**config.mk**
```make
export PLATFORM = sky130hd
export DESIGN_NAME = raster_timing_gen
export DESIGN_NICKNAME = d
export VERILOG_FILES = /design/src/rtl/rtg_pkg.sv /design/src/rtl/rtg_pixclk.sv /design/src/rtl/rtg_axis.sv /design/src/rtl/rtg_acbias.sv /design/src/rtl/raster_timing_gen.sv
export SDC_FILE = /design/constraint.sdc
export NUM_CORES = 1
export LEC_CHECK = 0
export BUFFER_PORTS_ARGS = -buffer_cell sky130_fd_sc_hd__buf_2
export CAP_MARGIN = 10
export CORE_ASPECT_RATIO = 2
export CORE_MARGIN = 2
export CORE_UTILIZATION = 54
export DETAILED_ROUTE_END_ITERATION = 6
export GPL_ROUTABILITY_DRIVEN = 0
export PLACE_DENSITY_LB_ADDON = 0.3
export SKIP_LAST_GASP = 1
export SLEW_MARGIN = 20
export SYNTH_ARGS = -nofsm -noshare
export SYNTH_HDL_FRONTEND = slang
export SYNTH_HIERARCHICAL = 1
export SYNTH_SLANG_ARGS = --single-unit
```
**constraint.sdc**
```tcl
create_clock -name clk -period 6.7 [get_ports clk]
set_input_delay 1.005 -clock clk [delete_from_list [all_inputs] [get_ports clk]]
set_output_delay 1.005 -clock clk [all_outputs]
set_load 0.02 [all_outputs]
```
**src/rtl/rtg_pkg.sv**
```systemverilog
package rtg_pkg;
  // order of phases inside a line and inside a frame
  typedef enum logic [1:0] {
    PH_SYNC  = 2'd0,
    PH_BACK  = 2'd1,
    PH_ACT   = 2'd2,
    PH_FRONT = 2'd3
  } phase_t;
endpackage

```
**src/rtl/rtg_pixclk.sv**
```systemverilog
module rtg_pixclk #(
  parameter int DIV_W = 8
) (
  input  logic             clk,
  input  logic             rst,
  input  logic [DIV_W-1:0] div_cfg,
  input  logic             inv_pclk,
  output logic             pix_en,
  output logic             fall_tick,
  output logic             pclk
);
  localparam logic [DIV_W-1:0] MIN_DIV = DIV_W'(2);

  logic [DIV_W-1:0] div_eff, half, cnt, cnt_nxt;
  logic             pclk_raw;

  always_comb begin
    div_eff   = (div_cfg < MIN_DIV) ? MIN_DIV : div_cfg;
    half      = div_eff >> 1;
    pix_en    = (cnt >= div_eff - 1'b1);
    cnt_nxt   = pix_en ? '0 : cnt + 1'b1;
    fall_tick = (cnt_nxt == half);
  end

  always_ff @(posedge clk) begin
    if (rst) begin
      cnt      <= '0;
      pclk_raw <= 1'b1;
    end else begin
      cnt      <= cnt_nxt;
      pclk_raw <= (cnt_nxt < half);
    end
  end

  assign pclk = pclk_raw ^ inv_pclk;


  pix_gap_chk: assert property (@(posedge clk) disable iff (rst)
    pix_en |=> !pix_en);
endmodule

```
**src/rtl/rtg_axis.sv**
```systemverilog
module rtg_axis
  import rtg_pkg::*;
#(
  parameter int CNT_W = 11
) (
  input  logic             clk,
  input  logic             rst,
  input  logic             step,
  input  logic [CNT_W-1:0] len_sync,
  input  logic [CNT_W-1:0] len_back,
  input  logic [CNT_W-1:0] len_act,
  input  logic [CNT_W-1:0] len_front,
  output phase_t           phase,
  output logic [CNT_W-1:0] cnt,
  output logic             wrap
);
  logic [CNT_W-1:0] cur_last;
  logic             at_last;

  always_comb begin
    case (phase)
      PH_SYNC:  cur_last = len_sync;
      PH_BACK:  cur_last = len_back;
      PH_ACT:   cur_last = len_act;
      default:  cur_last = len_front;
    endcase
    at_last = (cnt >= cur_last);
    wrap    = step && at_last && (phase == PH_FRONT);
  end

  always_ff @(posedge clk) begin
    if (rst) begin
      phase <= PH_SYNC;
      cnt   <= '0;
    end else if (step) begin
      if (at_last) begin
        cnt   <= '0;
        phase <= phase_t'(phase + 2'd1);
      end else begin
        cnt <= cnt + 1'b1;
      end
    end
  end


  axis_wrap_chk: assert property (@(posedge clk) disable iff (rst)
    wrap |=> (phase == PH_SYNC) && (cnt == '0));
endmodule

```
**src/rtl/rtg_acbias.sv**
```systemverilog
module rtg_acbias #(
  parameter int P_W = 8,
  parameter int T_W = 4
) (
  input  logic           clk,
  input  logic           rst,
  input  logic           line_tick,
  input  logic [P_W-1:0] period,
  input  logic [T_W-1:0] toggles,
  output logic           ac_bias,
  output logic           irq
);
  logic [P_W-1:0] line_cnt;
  logic [T_W-1:0] tog_cnt;
  logic           flip;

  assign flip = line_tick && (line_cnt >= period);

  always_ff @(posedge clk) begin
    if (rst) begin
      line_cnt <= '0;
      tog_cnt  <= '0;
      ac_bias  <= 1'b0;
      irq      <= 1'b0;
    end else begin
      irq <= 1'b0;
      if (line_tick) line_cnt <= flip ? '0 : line_cnt + 1'b1;
      if (flip) begin
        ac_bias <= ~ac_bias;
        if (toggles != '0) begin
          if (tog_cnt >= toggles - 1'b1) begin
            tog_cnt <= '0;
            irq     <= 1'b1;
          end else begin
            tog_cnt <= tog_cnt + 1'b1;
          end
        end
      end
    end
  end


  acb_irq_on_toggle_chk: assert property (@(posedge clk) disable iff (rst)
    irq |-> (ac_bias != $past(ac_bias)));
endmodule

```
**src/rtl/raster_timing_gen.sv**
```systemverilog
module raster_timing_gen
  import rtg_pkg::*;
#(
  parameter int PPL_W   = 7,
  parameter int LPP_W   = 11,
  parameter int PORCH_W = 8,
  parameter int SYNC_W  = 6,
  parameter int DIV_W   = 8,
  parameter int ACP_W   = 8,
  parameter int ACT_W   = 4,
  localparam int XW = (PPL_W + 4 > PORCH_W) ? PPL_W + 4 : PORCH_W,
  localparam int YW = (LPP_W > PORCH_W) ? LPP_W : PORCH_W
) (
  input  logic               clk,
  input  logic               rst,
  input  logic               scan_en,
  input  logic [DIV_W-1:0]   div_cfg,
  input  logic [PPL_W-1:0]   ppl_cfg,
  input  logic [LPP_W-1:0]   lpp_cfg,
  input  logic [SYNC_W-1:0]  hsync_w,
  input  logic [PORCH_W-1:0] hbp_cfg,
  input  logic [PORCH_W-1:0] hfp_cfg,
  input  logic [SYNC_W-1:0]  vsync_w,
  input  logic [PORCH_W-1:0] vbp_cfg,
  input  logic [PORCH_W-1:0] vfp_cfg,
  input  logic               inv_pclk,
  input  logic               inv_lsync,
  input  logic               inv_fsync,
  input  logic               sync_sel,
  input  logic               sync_fall,
  input  logic [ACP_W-1:0]   acb_period,
  input  logic [ACT_W-1:0]   acb_toggles,
  input  logic               done_clr,
  output logic               pclk,
  output logic               line_sync,
  output logic               frame_sync,
  output logic               data_en,
  output logic [XW-1:0]      pix_x,
  output logic [YW-1:0]      pix_y,
  output logic               ac_bias,
  output logic               acb_irq,
  output logic               eof,
  output logic               frame_done
);
  logic    pix_en, fall_tick;
  logic    running;
  logic    h_step, h_wrap, v_wrap;
  phase_t  h_phase, v_phase;
  logic [XW-1:0] h_cnt;
  logic [YW-1:0] v_cnt;
  logic [XW-1:0] act_last_x;
  logic    ls_raw, fs_raw, ls_hold, fs_hold, fall_mode;

  rtg_pixclk #(.DIV_W(DIV_W)) u_pixclk (
    .clk(clk), .rst(rst), .div_cfg(div_cfg), .inv_pclk(inv_pclk),
    .pix_en(pix_en), .fall_tick(fall_tick), .pclk(pclk)
  );

  assign h_step     = running & pix_en;
  assign act_last_x = XW'({ppl_cfg, 4'hF});

  rtg_axis #(.CNT_W(XW)) u_haxis (
    .clk(clk), .rst(rst), .step(h_step),
    .len_sync(XW'(hsync_w)), .len_back(XW'(hbp_cfg)),
    .len_act(act_last_x), .len_front(XW'(hfp_cfg)),
    .phase(h_phase), .cnt(h_cnt), .wrap(h_wrap)
  );

  rtg_axis #(.CNT_W(YW)) u_vaxis (
    .clk(clk), .rst(rst), .step(h_wrap),
    .len_sync(YW'(vsync_w)), .len_back(YW'(vbp_cfg)),
    .len_act(YW'(lpp_cfg)), .len_front(YW'(vfp_cfg)),
    .phase(v_phase), .cnt(v_cnt), .wrap(v_wrap)
  );

  rtg_acbias #(.P_W(ACP_W), .T_W(ACT_W)) u_acbias (
    .clk(clk), .rst(rst), .line_tick(h_wrap),
    .period(acb_period), .toggles(acb_toggles),
    .ac_bias(ac_bias), .irq(acb_irq)
  );

  // run control, end of frame and sticky done flag
  always_ff @(posedge clk) begin
    if (rst) begin
      running    <= 1'b0;
      eof        <= 1'b0;
      frame_done <= 1'b0;
    end else begin
      eof <= v_wrap;
      if (!running) begin
        if (scan_en && pix_en) running <= 1'b1;
      end else if (v_wrap && !scan_en) begin
        running <= 1'b0;
      end
      if (v_wrap && !scan_en) frame_done <= 1'b1;
      else if (done_clr)      frame_done <= 1'b0;
    end
  end

  // half-pixel delayed copies for falling-edge sync mode
  always_ff @(posedge clk) begin
    if (rst) begin
      ls_hold <= 1'b0;
      fs_hold <= 1'b0;
    end else if (fall_tick) begin
      ls_hold <= ls_raw;
      fs_hold <= fs_raw;
    end
  end

  always_comb begin
    ls_raw     = running && (h_phase == PH_SYNC);
    fs_raw     = running && (v_phase == PH_SYNC);
    fall_mode  = sync_sel && sync_fall;
    line_sync  = (fall_mode ? ls_hold : ls_raw) ^ inv_lsync;
    frame_sync = (fall_mode ? fs_hold : fs_raw) ^ inv_fsync;
    data_en    = running && (h_phase == PH_ACT) && (v_phase == PH_ACT);
    pix_x      = data_en ? h_cnt : '0;
    pix_y      = data_en ? v_cnt : '0;
  end


  eof_single_chk: assert property (@(posedge clk) disable iff (rst)
    eof |=> !eof);


  done_sticky_chk: assert property (@(posedge clk) disable iff (rst)
    (frame_done && !done_clr) |=> frame_done);


  done_with_eof_chk: assert property (@(posedge clk) disable iff (rst)
    $rose(frame_done) |-> eof);


  de_bound_chk: assert property (@(posedge clk) disable iff (rst)
    data_en |-> (pix_x <= act_last_x) && (pix_y <= YW'(lpp_cfg)));
endmodule

```
==> metrics.yaml <==
layout-drive-gt1-share: 0.2596
clk_path_buf_depth: 2
drt_wl_total_mm: 11.40
synth_top_area_share: 0.2345
p_per_area_nw_per_um2: 139.7
clk_pin_slew_ns: 0.07
worstPathMaxFanout: 16
antenna_found_initial: 0
layout_commonest_cell: "buf_2"
insertedDiodeCount: 0
hold_class: "register to register"
holdBufCountCts: 0
setup.worst_path.start_class: "input pin"
synth_ff_type: "dfxtp_1"
regArea_um2: 1081
power.leakage_nw: 2.659
drc: 0
vias_per_cell: 5.681
ir_drop_uv: 132.3
ys_seq_elements: 54
layout_common_cells: "buf_2 (119), ha_1 (66), dfxtp_1 (54), nand2_1 (46), inv_1 (34)"
areaGrowthSynthToFinish_pct: 19.57
max_freq_mhz: 181.4
worst_setup_path_endpoint: "running$_SDFF_PP0_"
cap_violations: 0
first_iter_violations: 192
critPathRequiredTime_ns: 6.86
ant_nets: 0
pre_cts_slack_ns: 0.9407
fin_hold_ws_ns: 0.5019
ys_types: 58
grt_pass1_vias: 4465
crit_slowest_cell: "a21boi_2"
worst-setup-path-type: "input pin to register"
place.port_buffers: 120
grt_use_total: 0.2424
synth_edf_count: 0
row_count: 47
end_kind: "register"
yosys_warnings: 6
arrival_ns: 5.68
initial_core_util: 0.5559
crit_chain: "buf_2 > or3_1 > nor4_2 > inv_1 > o21ai_0 > ha_1 > nor3b_1 > xnor2_1 > ha_1 > nand4_1 > a31oi_1 > a211o_1 > and2_1 > a21boi_2 > buf_4 > and2_1 > buf_4 > a21boi_2 > and2_1 > nand2b_1 > a22oi_1 > nor2_1"
hpwl_mm: 9.237
slew_headroom: 0.4020
clock-sinks: 54
drv_slew: 0
htree_num_levels: 2
r2r_start: "u_haxis/phase[0]$_SDFFE_PP0P_"
syn-mean-instance-area_um2: 8.520
nFillCells: 694
dr.pass1.iters: 5
critPathTopFamily: "simple AND/OR/NAND/NOR gates"
worst_skew_pair.late_latency_ns: 0.30
vias: 4386
synth_area_leader_cell: "dfxtp_1"
avgRoutedWirePerCell_um: 14.77
ctsResizeCount: 0
reg2reg_depth: 17
cp.depth: 22
gr-total-overflow: 0
r2r_slack_ns: 2.36
stdcell_area_um2: 5512
period_needed_ns: 5.514
final_cells: 772
finalClockSkew_ns: 0.008203
p_total_uw: 769.9
cts_tree: "built"
cts_made_buffers: 5
critPathBufInv: 4
crit_top_cell: "and2_1"
period_share: 0.8230
finalWorstSetupSlack_ns: 1.186
place_area_um2: 5310
status: "complete, no violations"
cts_root_buf: "clkbuf_16"
multi_input_area_um2: 3352
ys_seq_area_frac: 0.2345
cts_setup_buffers: 0
grt_max_degree: 53
fin_util: 0.6647
die_h_um: 134.7
fin_setup_tns_ns: 0
final-hold-violation-count: 0
synthArstFlopShare: 0
rsz0062_at_grt: "no"
placedCellCount: 764
coreArea_um2: 8292
die-area_um2: 9336
setup_viol: 0
worstMarginPinSlew_ns: 0.8932
die_w_um: 69.33
syn_inst: 541
yosys-top-cells-area: "dfxtp_1 (23%), ha_1 (18%), a222oi_1 (4.8%)"
r2r_end: "running$_SDFF_PP0_"
synth_area_um2: 4609
grt_first_pass_wirelength_mm: 19.05
cpPeakStageDelay_ns: 0.62
nets: 830
critPathLaunch: "div_cfg[4]"
io_pins: 121
-- layout make-up --
cell class              instances  area share
flip-flops and latches         54      0.1961
repair buffers                123      0.1135
clock inverters                 2     0.01090
multi-input cells             454      0.6082
clock buffers                   6     0.02520
well taps                      98     0.02225
inverters                      35     0.02384
-- synthesized netlist by cell type (3+ instances only) --
cell type,n
a21o_1,4
a21oi_1,23
a222oi_1,22
and2_1,13
and2_2,12
and3_1,9
and4_1,3
buf_2,3
buf_6,5
clkbuf_1,12
dfxtp_1,54
ha_1,66
inv_1,34
mux2i_1,7
nand2_1,46
nand2b_1,15
nand3_1,13
nand4_1,14
nor2_1,33
nor2b_1,7
nor3_1,9
nor3_2,18
nor3b_1,3
o211ai_1,5
o21a_1,3
o21ai_0,26
o21ai_1,3
or3_1,3
xnor2_1,16
xor2_1,22
-- worst reg2reg max path: cells and delay by family (launching register included) --
kind	cells	cell delay [ns]
buffers and inverters	3	0.55
adder cells (fa/ha/maj)	2	0.65
AO/OA/AOI/OAI	7	1.92
AND/OR/NAND/NOR	5	0.55
flip-flops	1	0.51
-- layer usage --
layer | share of wire | GRT usage | vias to the layer above
li1 | - | - | 2193
met1 | 0.37 | 0.2452 | 2009
met2 | 0.55 | 0.4786 | 147
met3 | 0.042 | 0.02463 | 37
met4 | 0.036 | 0.1198 | 0
met5 | 0 | 0 | -
-- how the worst min path moves through the flow --
stage | start | to | slack [ns] | cells past startpoint
floorplan | u_pixclk/cnt[0]$_SDFF_PP0_ | u_pixclk/cnt[0]$_SDFF_PP0_ | 0.46 | 1
global placement | ls_hold$_SDFFE_PP0P_ | ls_hold$_SDFFE_PP0P_ | 0.48 | 2
detailed placement | ls_hold$_SDFFE_PP0P_ | ls_hold$_SDFFE_PP0P_ | 0.49 | 2
CTS | u_acbias/tog_cnt[3]$_SDFFE_PP0P_ | u_acbias/tog_cnt[3]$_SDFFE_PP0P_ | 0.51 | 2
global route | u_acbias/ac_bias$_SDFFE_PP0N_ | u_acbias/ac_bias$_SDFFE_PP0N_ | 0.53 | 2
finish | ls_hold$_SDFFE_PP0P_ | ls_hold$_SDFFE_PP0P_ | 0.50 | 2
-- logic make-up after synthesis --
kind of cell | count (synthesis) | synth area share
AO/OA/AOI/OAI | 108 | 0.1726
other | 2 | 0.001629
flip-flops | 54 | 0.2345
adder cells (fa/ha/maj) | 66 | 0.1792
XOR/XNOR | 38 | 0.07220
AND/OR/NAND/NOR | 207 | 0.2619
buffers and inverters | 57 | 0.05781
multiplexers | 9 | 0.02009
-- sequential cells by signal, indices dropped and copies added (netlist names), 2 cells and up --
name               count
u_acbias/tog_cnt       4
u_vaxis/phase          2
u_acbias/line_cnt      8
u_haxis/phase          2
u_vaxis/cnt           11
u_haxis/cnt           11
u_pixclk/cnt           8
-- report_power, final --
| part | internal (mW) | total [mW] | switching [mW] |
|---|---|---|---|
| Combinational | 0.0520 | 0.106 | 0.0539 |
| Clock | 0.224 | 0.339 | 0.114 |
| Sequential | 0.323 | 0.325 | 0.00251 |
No activity file was read; power rests on OpenSTA's default activity.
